File: config.mk
export PLATFORM = sky130hd
export DESIGN_NAME = e3_ma_gen
export DESIGN_NICKNAME = d
export VERILOG_FILES = /design/src/rtl/ma_pkg.sv /design/src/rtl/ma_cfg_reg.sv /design/src/rtl/ma_err_acc.sv /design/src/rtl/ma_byte_latch.sv /design/src/rtl/e3_ma_gen.sv
export SDC_FILE = /design/constraint.sdc
export NUM_CORES = 1
export LEC_CHECK = 0
export BUFFER_PORTS_ARGS = -buffer_cell sky130_fd_sc_hd__buf_2
export CAP_MARGIN = 10
export CORE_MARGIN = 2
export CORE_UTILIZATION = 50
export CTS_CLUSTER_SIZE = 14
export DETAILED_ROUTE_END_ITERATION = 10
export PLACE_DENSITY = 0.82
export SLEW_MARGIN = 30
export SYNTH_ARGS = -nofsm -noshare
export SYNTH_HDL_FRONTEND = slang
export SYNTH_HIERARCHICAL = 1
export SYNTH_SLANG_ARGS = --single-unit
File: constraint.sdc
create_clock -name clk -period 2.9 [get_ports clk]
set_clock_uncertainty 0.05 [all_clocks]
set_input_delay 0.29 -clock clk [delete_from_list [all_inputs] [get_ports clk]]
set_output_delay 0.29 -clock clk [all_outputs]
set_load 0.05 [all_outputs]
File: src/rtl/ma_pkg.sv
package ma_pkg;
  localparam int MA_W = 8;
  localparam int PLD_TYPE_W = 3;
  localparam int PLD_DEP_W = 2;
  localparam int LOW_W = PLD_TYPE_W + PLD_DEP_W + 1;

  typedef struct packed {
    logic                  far_alarm;
    logic                  far_err;
    logic [PLD_TYPE_W-1:0] pld_type;
    logic [PLD_DEP_W-1:0]  pld_dep;
    logic                  tmark;
  } ma_byte_t;

  localparam ma_byte_t MA_RESET = '{far_alarm: 1'b0, far_err: 1'b0,
                                    pld_type: 3'b010, pld_dep: 2'b00, tmark: 1'b0};
endpackage

File: src/rtl/ma_cfg_reg.sv
module ma_cfg_reg
  import ma_pkg::*;
#(
  parameter ma_byte_t RST_VAL = MA_RESET
) (
  input  logic     clk,
  input  logic     rst_n,
  input  logic     wr_en,
  input  ma_byte_t wr_data,
  output ma_byte_t q
);
  always_ff @(posedge clk or negedge rst_n) begin
    if (!rst_n)     q <= RST_VAL;
    else if (wr_en) q <= wr_data;
  end

  AST_WRITE_TAKES: assert property (@(posedge clk) disable iff (!rst_n)
    wr_en |=> q == $past(wr_data));
endmodule

File: src/rtl/ma_err_acc.sv
module ma_err_acc (
  input  logic clk,
  input  logic rst_n,
  input  logic err_in,
  input  logic frame_strobe,
  output logic err_frame
);
  logic seen;

  always_ff @(posedge clk or negedge rst_n) begin
    if (!rst_n)            seen <= 1'b0;
    else if (frame_strobe) seen <= 1'b0;
    else if (err_in)       seen <= 1'b1;
  end

  assign err_frame = seen | err_in;

  AST_ACC_CLEARED: assert property (@(posedge clk) disable iff (!rst_n)
    frame_strobe |=> !seen);
  AST_ACC_STICKY: assert property (@(posedge clk) disable iff (!rst_n)
    (!frame_strobe && err_in) |=> seen);
endmodule

File: src/rtl/ma_byte_latch.sv
module ma_byte_latch
  import ma_pkg::*;
(
  input  logic     clk,
  input  logic     rst_n,
  input  logic     frame_strobe,
  input  ma_byte_t next_byte,
  output ma_byte_t cur_byte,
  output logic     new_byte
);
  always_ff @(posedge clk or negedge rst_n) begin
    if (!rst_n) begin
      cur_byte <= MA_RESET;
      new_byte <= 1'b0;
    end else begin
      new_byte <= frame_strobe;
      if (frame_strobe) cur_byte <= next_byte;
    end
  end

  AST_HOLD_MIDFRAME: assert property (@(posedge clk) disable iff (!rst_n)
    !frame_strobe |=> $stable(cur_byte));
  AST_VALID_PULSE: assert property (@(posedge clk) disable iff (!rst_n)
    !frame_strobe |=> !new_byte);
endmodule

File: src/rtl/e3_ma_gen.sv
module e3_ma_gen
  import ma_pkg::*;
(
  input  logic            clk,
  input  logic            rst_n,
  input  logic            cfg_wr_en,
  input  logic [MA_W-1:0] cfg_wr_data,
  input  logic            auto_mode,
  input  logic            rx_los,
  input  logic            rx_ais,
  input  logic            rx_lof,
  input  logic            rx_bip_err,
  input  logic            frame_strobe,
  output logic [MA_W-1:0] ma_byte,
  output logic            ma_valid
);
  ma_byte_t reg_q, next_byte, out_byte;
  logic     err_frame, alarm_now;

  ma_cfg_reg #(.RST_VAL(MA_RESET)) u_reg (
    .clk(clk), .rst_n(rst_n), .wr_en(cfg_wr_en),
    .wr_data(ma_byte_t'(cfg_wr_data)), .q(reg_q)
  );

  ma_err_acc u_acc (
    .clk(clk), .rst_n(rst_n), .err_in(rx_bip_err),
    .frame_strobe(frame_strobe), .err_frame(err_frame)
  );

  assign alarm_now = rx_los | rx_ais | rx_lof;

  always_comb begin
    next_byte = reg_q;
    if (auto_mode) begin
      next_byte.far_alarm = alarm_now;
      next_byte.far_err   = err_frame;
    end
  end

  ma_byte_latch u_out (
    .clk(clk), .rst_n(rst_n), .frame_strobe(frame_strobe),
    .next_byte(next_byte), .cur_byte(out_byte), .new_byte(ma_valid)
  );

  assign ma_byte = out_byte;

  AST_LOW_FIELDS: assert property (@(posedge clk) disable iff (!rst_n)
    frame_strobe |=> ma_byte[LOW_W-1:0] == $past(reg_q[LOW_W-1:0]));
  AST_MANUAL_BITS: assert property (@(posedge clk) disable iff (!rst_n)
    (frame_strobe && !auto_mode) |=> ma_byte[7:6] == $past(reg_q[7:6]));
  AST_AUTO_ALARM: assert property (@(posedge clk) disable iff (!rst_n)
    (frame_strobe && auto_mode) |=> ma_byte[7] == $past(alarm_now));
  AST_AUTO_ERR_NOW: assert property (@(posedge clk) disable iff (!rst_n)
    (frame_strobe && auto_mode && rx_bip_err) |=> ma_byte[6]);
  AST_VALID_ON_STROBE: assert property (@(posedge clk) disable iff (!rst_n)
    frame_strobe |=> ma_valid);
endmodule

# Word-level counts from Yosys, hierarchy flattened
# Cells that the tools add are included.
dict set report op_classes {
  muxes 3
  bitwise 3
  n_reduce_logical 1
}
# cell n
set ops {}
lappend ops {{OR 1 bit} 3}
lappend ops {{2-to-1 mux 1 bit} 2}
lappend ops {{2-to-1 mux 2 bit} 1}
lappend ops {{nonzero test 2 bit} 1}
dict set report totals {
  regBits 18
  input_bits 17
  out_inout_bits 9
  elab_cells 19
}

# Longest topological paths before layout
# Gate-level depths: netlist (run 1).
dict set report logic_depth {
  depth_word 3
  mapped_depth 3
  mapped_depth_nobuf 3
}

# Hierarchy
# Netlist (run 1), hierarchy kept.
# module instances cells_each area_each_um2 seq_area_each_um2
set modules_own_cells {}
lappend modules_own_cells {ma_byte_latch 1 18 357.8 226.5}
lappend modules_own_cells {ma_cfg_reg 1 17 332.8 201.4}
lappend modules_own_cells {ma_err_acc 1 3 41.3 25.0}
lappend modules_own_cells {e3_ma_gen 1 4 28.8 0.0}

# Worst setup path after synthesis (run 1)
# Ideal clock, no wire load.
dict set report synth_path {
  path_type {register -> register}
  startpoint {register u_acc.seen}
  endpoint {register u_out/cur_byte[6] (netlist bit)}
  setup_ns 0.125
  t_arrival_ns 1.033
  slack_ns 1.692
  stages_incl_launch_ff 4
  path_buffers 0
  synth_period_minus_slack_ns 1.208
  path_cell_list {dfrtp_1 -> or2_1 -> mux2_4 -> mux2_4}
}
dict set report synth_via {
  elab_chain_len 2
}
# element line_no
set synth_lines {}
lappend synth_lines {{start, declared} ma_err_acc.sv:8} ;# logic seen;
lappend synth_lines {{start signal, assigned} ma_err_acc.sv:11} ;# if (!rst_n) seen <= 1'b0;
lappend synth_lines {{start signal, assigned} ma_err_acc.sv:12} ;# else if (frame_strobe) seen <= 1'b0;
lappend synth_lines {{start signal, assigned} ma_err_acc.sv:13} ;# else if (err_in) seen <= 1'b1;
lappend synth_lines {{OR 1 bit} ma_err_acc.sv:16} ;# assign err_frame = seen | err_in;
lappend synth_lines {{via err_frame} e3_ma_gen.sv:18} ;# logic err_frame, alarm_now;
lappend synth_lines {{2-to-1 mux 2 bit} e3_ma_gen.sv:34} ;# if (auto_mode) begin
lappend synth_lines {{via next_byte[6]} e3_ma_gen.sv:17} ;# ma_byte_t reg_q, next_byte, out_byte;
lappend synth_lines {{end signal, assigned} ma_byte_latch.sv:17} ;# if (frame_strobe) cur_byte <= next_byte;
lappend synth_lines {{end, declared} ma_byte_latch.sv:8} ;# output ma_byte_t cur_byte,
# The timed path passes the listed nets, and every way through them passes these cells.
# A chain may end at the register's enable or synchronous reset.

# Final worst setup path (run 1)
dict set report layout_path {
  startpoint {register u_out/cur_byte[4] (netlist bit)}
  endpoint {output port ma_byte[4]}
}
# element line_no
set layout_rtl {}
lappend layout_rtl {{end, declared} e3_ma_gen.sv:14} ;# output logic [MA_W-1:0] ma_byte,
# No word-level cell between the ends.

==> flow_summary.ini, run 1 <==
[outcome]
status = completed

[detailed_routing]
drc = 0
wl_per_cell_microns = 13.73
num_vias = 430
ant_nets = 0
wl_microns = 1181
first_iter_violations = 0
viasPerCell = 5.000
dr.pass1.iters = 1

[floorplan]
design.die.area_sq_um = 1849
core_sq_um = 1471
die_h_microns = 43.01
io_pins = 26
start_util_pct = 51.70
die_w_microns = 43.01
rows = 14

[cts]
ctsHoldBuffers = 1
cts.htree.levels = 1
cts_setup_buffers = 0
cts_buffers = 3
clock_latency_ns = 0.28
cts.root.buffer_cell = clkbuf_4
clk_pin_slew_ns = 0.10
clockBufferDepth = 2
cts_tree = done
ctsResizeCount = 0
clock_sinks = 18

[sta]
fin_ws_ns = 1.491
rsz0062_at_grt = false
max_slew_margin_pct = 73.43
tns_ns = 0
period_needed_ns = 1.409
worst_pin_slew_ns = 0.3985
finalHoldViolCount = 0
setup_viol_count_final = 0
hold_slack_ns = 0.1770
slew_violations = 0
fmax_mhz = 709.9
period_share_pct = 48.57

[critical_path]
critPathBufInv = 1
r2r_slack_ns = 1.64
worstPathCellList = buf_2
rr_startpoint = u_acc/seen
cp_top_family = flip-flops
path_class = reg2out
critPathMaxStageDelay_ns = 0.54
slowest_stage = dfstp_2
cp.arrival_ns = 1.07
path_depth = 1
critical_path.max_fanout = 2
r2r-end = u_out/cur_byte[6]
critPathLaunchType = register
cp-end-kind = output pin
rr_worst_depth = 3
worst_ep_required_time_ns = 2.56

[global_route]
grt_first_pass_wirelength_microns = 1904
grt_start_max_net_pins = 19
grt_pass1_vias = 424
antenna_found_initial = 0
grt-ovfl-total = 0
grt_usage_pct = 14.94

[power]
seqPwrFrac_pct = 51.7
swShare_pct = 30.87
p_sw_uw = 178.8
power_leakage_uw = 0.0004731
power_frac_comb_pct = 26.9
powerDensity_nw_per_um2 = 629.7
ir_worst_vdd_mv = 0.3446
clockPowerShare_pct = 21.5
p_int_uw = 400.4

[cells_and_area]
fin_nets = 88
n_antenna_cell = 0
areaGrowthSynthToFinish_pct = 20.89
drive_gt1_share_pct = 68.57
fin_cells = 86

[yosys]
yosysSeqAreaShare_pct = 59.54
avgSynthCellArea_sq_um = 18.11
synth_cells = 42
ys_warn_count = 6
synth_area_sq_um = 760.7
ys_seq_elements = 18
synth_fp_nets = 59
ys_types = 9

[min_path]
hold_path_end = u_reg/q[2]
hp-class = in2reg
min_from = cfg_wr_data[2]
hold_depth = 2

[place]
place_inst = 81
pre_cts_slack_ns = 1.599
hpwl_microns = 829.3
place.gp.congestion = 0.6602
portBuffers = 25

[job]
cap_violations = 0
[cells by family (layout without fill, tap and decap cells)]
| kind of cell | Yosys count | count (layout) | synth area share [%] |
|---|---|---|---|
| multiplexers | 17 | 17 | 33.55 |
| buffers and inverters | 2 | 30 | 2.960 |
| AO/OA/AOI/OAI | 2 | 2 | 1.973 |
| flip-flops | 18 | 18 | 59.54 |
| AND/OR/NAND/NOR | 3 | 3 | 1.973 |
[worst max-delay path by stage]
stage / from / to / slack (ns)
global placement: rx_bip_err / u_out/cur_byte[6] / 1.62
detailed placement: rx_bip_err / u_out/cur_byte[6] / 1.60
global route: u_out/cur_byte[4] / ma_byte[4] / 1.46
finish: u_out/cur_byte[4] / ma_byte[4] / 1.49
CTS: u_out/cur_byte[4] / ma_byte[4] / 1.48
floorplan: u_acc/seen / u_out/cur_byte[6] / 1.69
[flip-flops by register name, summed over array words and instances (netlist names)]
| name | count |
|---|---|
| u_out/new_byte | 1 |
| u_reg/q | 8 |
| u_out/cur_byte | 8 |
| u_acc/seen | 1 |
[routing by layer]
metal	up-vias	GRT usage, %	part of all wire (%)
met5	-	0	0
met4	0	10.91	1.7
met3	2	3.830	7.5
met2	18	21.82	45
met1	207	18.99	45
li1	203	-	-
[stage by stage]
step | area [sq um] | util (%) | power [uW]
detailed placement | 883.3 | 60.03 | 459.9
global placement | 883.3 | 60.03 | 456.0
global route | 919.6 | 62.50 | 611.9
floorplan | 760.7 | - | 420.5
CTS | 919.6 | 62.50 | 585.7
finish | 919.6 | 62.50 | 579.1
[cell usage in the layout, fill, tap and decap left out]
cell type / instances
a21oi_1: 1
buf_2: 25
clkbuf_1: 1
clkbuf_4: 3
dfrtp_1: 16
dfstp_2: 2
dlygate4sd3_1: 1
mux2_4: 17
nor2_1: 1
nor3_1: 1
o21ba_2: 1
or2_1: 1
[final cells by class]
type	instances	area [sq um]
Fill cell	118	551.8
Sequential cell	18	452.9
Multi-Input combinational cell	22	285.3
Timing Repair Buffer	26	135.1
Clock buffer	4	26.28
Tap cell	16	20.02
[power groups by stage]
stage	Sequential, uW	Combinational (uW)	Clock (uW)
2_1_floorplan	363	57.4	0
3_3_place_gp	303	153	0
3_5_place_dp	303	156	0
4_1_cts	299	157	129
5_1_grt	303	163	146
6_report	299	156	124
[synth_stat cells]
cell	instances	area (sq um)
mux2_4	17	255.2
dfrtp_1	16	400.4
buf_6	2	22.52
dfstp_2	2	52.55
a21oi_1	1	5.000
nor2_1	1	3.750
nor3_1	1	5.000
o21ba_2	1	10.01
or2_1	1	6.260
Power figures use the tool's default switching activity.
==> run 2: changes to the inputs <==
--- a/config.mk
+++ b/config.mk
@@ -5,13 +5,14 @@
 export SDC_FILE = /design/constraint.sdc
 export NUM_CORES = 1
 export LEC_CHECK = 0
+export ABC_AREA = 1
 export BUFFER_PORTS_ARGS = -buffer_cell sky130_fd_sc_hd__buf_2
 export CAP_MARGIN = 10
 export CORE_MARGIN = 2
-export CORE_UTILIZATION = 50
+export CORE_UTILIZATION = 46
 export CTS_CLUSTER_SIZE = 14
 export DETAILED_ROUTE_END_ITERATION = 10
-export PLACE_DENSITY = 0.82
+export PLACE_DENSITY = 0.77
 export SLEW_MARGIN = 30
 export SYNTH_ARGS = -nofsm -noshare
 export SYNTH_HDL_FRONTEND = slang
==> constraint.sdc (replaced) <==
create_clock -name clk -period 1.33 [get_ports clk]
set_clock_uncertainty 0.05 [all_clocks]
set_input_delay 0.133 -clock clk [delete_from_list [all_inputs] [get_ports clk]]
set_output_delay 0.133 -clock clk [all_outputs]
set_load 0.05 [all_outputs]
==> flow_summary.ini, run 2 <==
[critical_path]
critPathBufInv = 1
critPathLaunchType = register
worst_ep_required_time_ns = 1.15
cp.arrival_ns = 1.09
rr_startpoint = u_acc/seen
path_class = reg2out
critical_path.max_fanout = 2
worstPathCellList = buf_2
r2r-end = u_out/cur_byte[6]
cp-end-kind = output pin
critPathMaxStageDelay_ns = 0.55
cp_top_family = flip-flops
r2r_slack_ns = 0.45
rr_worst_depth = 6
slowest_stage = dfstp_2

[yosys]
avgSynthCellArea_sq_um = 8.820
synth_cells = 81
yosysMostFrequentCell = nand2_1
ys_seq_elements = 18
synth_area_sq_um = 714.4
synth_fp_nets = 98
yosysSeqAreaShare_pct = 63.40
yosysTopAreaCell = dfrtp_1
synth-edff-count = 0
ys.flop_type = dfrtp_1
yosysTopAreaCellShare_pct = 56.04
synth_commonest_cells = 51 x nand2_1, 16 x dfrtp_1, 3 x inv_2, 3 x nor2_1
async_reset_ff_share_pct = 100.0
ys_warn_count = 6
ys_types = 9
synthTopCellsByArea = dfrtp_1 56%, nand2_1 27%, dfstp_2 7.4%

[floorplan]
design.die.area_sq_um = 1884
core_sq_um = 1489
die_w_microns = 43.41
rows = 14
start_util_pct = 47.98
io_pins = 26
die_h_microns = 43.41

[cells_and_area]
reg.largest.list = u_out/cur_byte (8), u_reg/q (8)
fillers = 125
layout_commonest_cell = nand2_1
drive_gt1_share_pct = 31.62
areaGrowthSynthToFinish_pct = 34.85
layout_common_cells = 51 x nand2_1, 25 x buf_2, 16 x dfrtp_1, 9 x dlygate4sd3_1
fin_nets = 135
n_antenna_cell = 0

[sta]
worst_pin_slew_ns = 0.3868
hold_slack_ns = 0.01844
max_slew_margin_pct = 74.21
period_share_pct = 95.52
fmax_mhz = 787.1
tns_ns = 0
finalHoldViolCount = 0
slew_violations = 0
setup_viol_count_final = 0
period_needed_ns = 1.270
rsz0062_at_grt = false

[cts]
clock_latency_ns = 0.29
cts_buffers = 3
ctsHoldBuffers = 9
cts.root.buffer_cell = clkbuf_4
cts.htree.levels = 1
ctsResizeCount = 0
clock_sinks = 18
clk_pin_slew_ns = 0.10
cts_tree = done
cts_setup_buffers = 0
clockBufferDepth = 2

[global_route]
antenna_found_initial = 0
grt_pass1_vias = 539
grt_start_max_net_pins = 19
grt_usage_pct = 16.02
grt_first_pass_wirelength_microns = 2173
grt-ovfl-total = 0

[min_path]
min_from = frame_strobe
hold_path_end = u_out/new_byte
hp-class = in2reg
hold_depth = 1

[detailed_routing]
wl_per_cell_microns = 10.26
first_iter_violations = 14
ant_nets = 0
num_vias = 582
dr.pass1.iters = 4
wl_microns = 1364
viasPerCell = 4.376
drc = 0

[power]
powerDensity_nw_per_um2 = 1266
power_leakage_uw = 0.0005525
ir_worst_vdd_mv = 0.6126

[outcome]
status = completed

[place]
place.gp.congestion = 0.6851
hpwl_microns = 999.5
portBuffers = 25

[job]
cap_violations = 0
## run 2: area by class of cell
cell class | count | area, sq um | share of cell area, %
Tap cell | 16 | 20.02 | 2.078
Multi-Input combinational cell | 57 | 224.0 | 23.25
Sequential cell | 18 | 452.9 | 47.01
Clock buffer | 4 | 36.28 | 3.766
Timing Repair Buffer | 34 | 215.2 | 22.34
Inverter | 4 | 15.01 | 1.558
## run 2: metal layers
layer / part of all wire [%] / global-route usage, %
met1: 43 / 19.11
met2: 51 / 26.57
met3: 4.8 / 3.750
met4: 0.95 / 9.091
met5: 0 / 0
## run 2: kinds of logic (layout without fill, tap and decap cells)
kind of cell | after synthesis | after routing | share of synthesized area [%]
and+or+nand+nor | 56 | 56 | 30.12
DFF | 18 | 18 | 63.40
buffers and inverters | 6 | 42 | 5.253
AOI/OAI and AO/OA | 1 | 1 | 1.226
## run 2: stage by stage
stage / total power, uW / setup WS, ns / util, % / std cells / instance area (sq um)
2_1_floorplan: 812.5 / 0.4187 / - / 81 / 714.4
3_3_place_gp: 878.3 / 0.3947 / 56.22 / 120 / 837.1
3_5_place_dp: 890.0 / 0.3768 / 56.22 / 120 / 837.1
4_1_cts: 1238 / 0.04353 / 64.71 / 133 / 963.4
5_1_grt: 1288 / 0.02022 / 64.71 / 133 / 963.4
6_report: 1220 / 0.05955 / 64.71 / 133 / 963.4
## run 2: report_power, final
part           switching [uW]  leakage, uW  internal, uW
Sequential               27.6     0.000217           604
Clock                     156    0.0000210           167
Combinational             184     0.000315          81.9
## run 2: worst max path at each step
stage,slack [ns],endpoint,start,cells past startpoint
finish,0.06,ma_byte[4],u_out/cur_byte[4],1
floorplan,0.42,u_out/cur_byte[4],u_out/cur_byte[4],2
global route,0.02,ma_byte[4],u_out/cur_byte[4],1
global placement,0.39,ma_byte[4],u_out/cur_byte[4],1
detailed placement,0.38,ma_byte[4],u_out/cur_byte[4],1
CTS,0.04,ma_byte[4],u_out/cur_byte[4],1
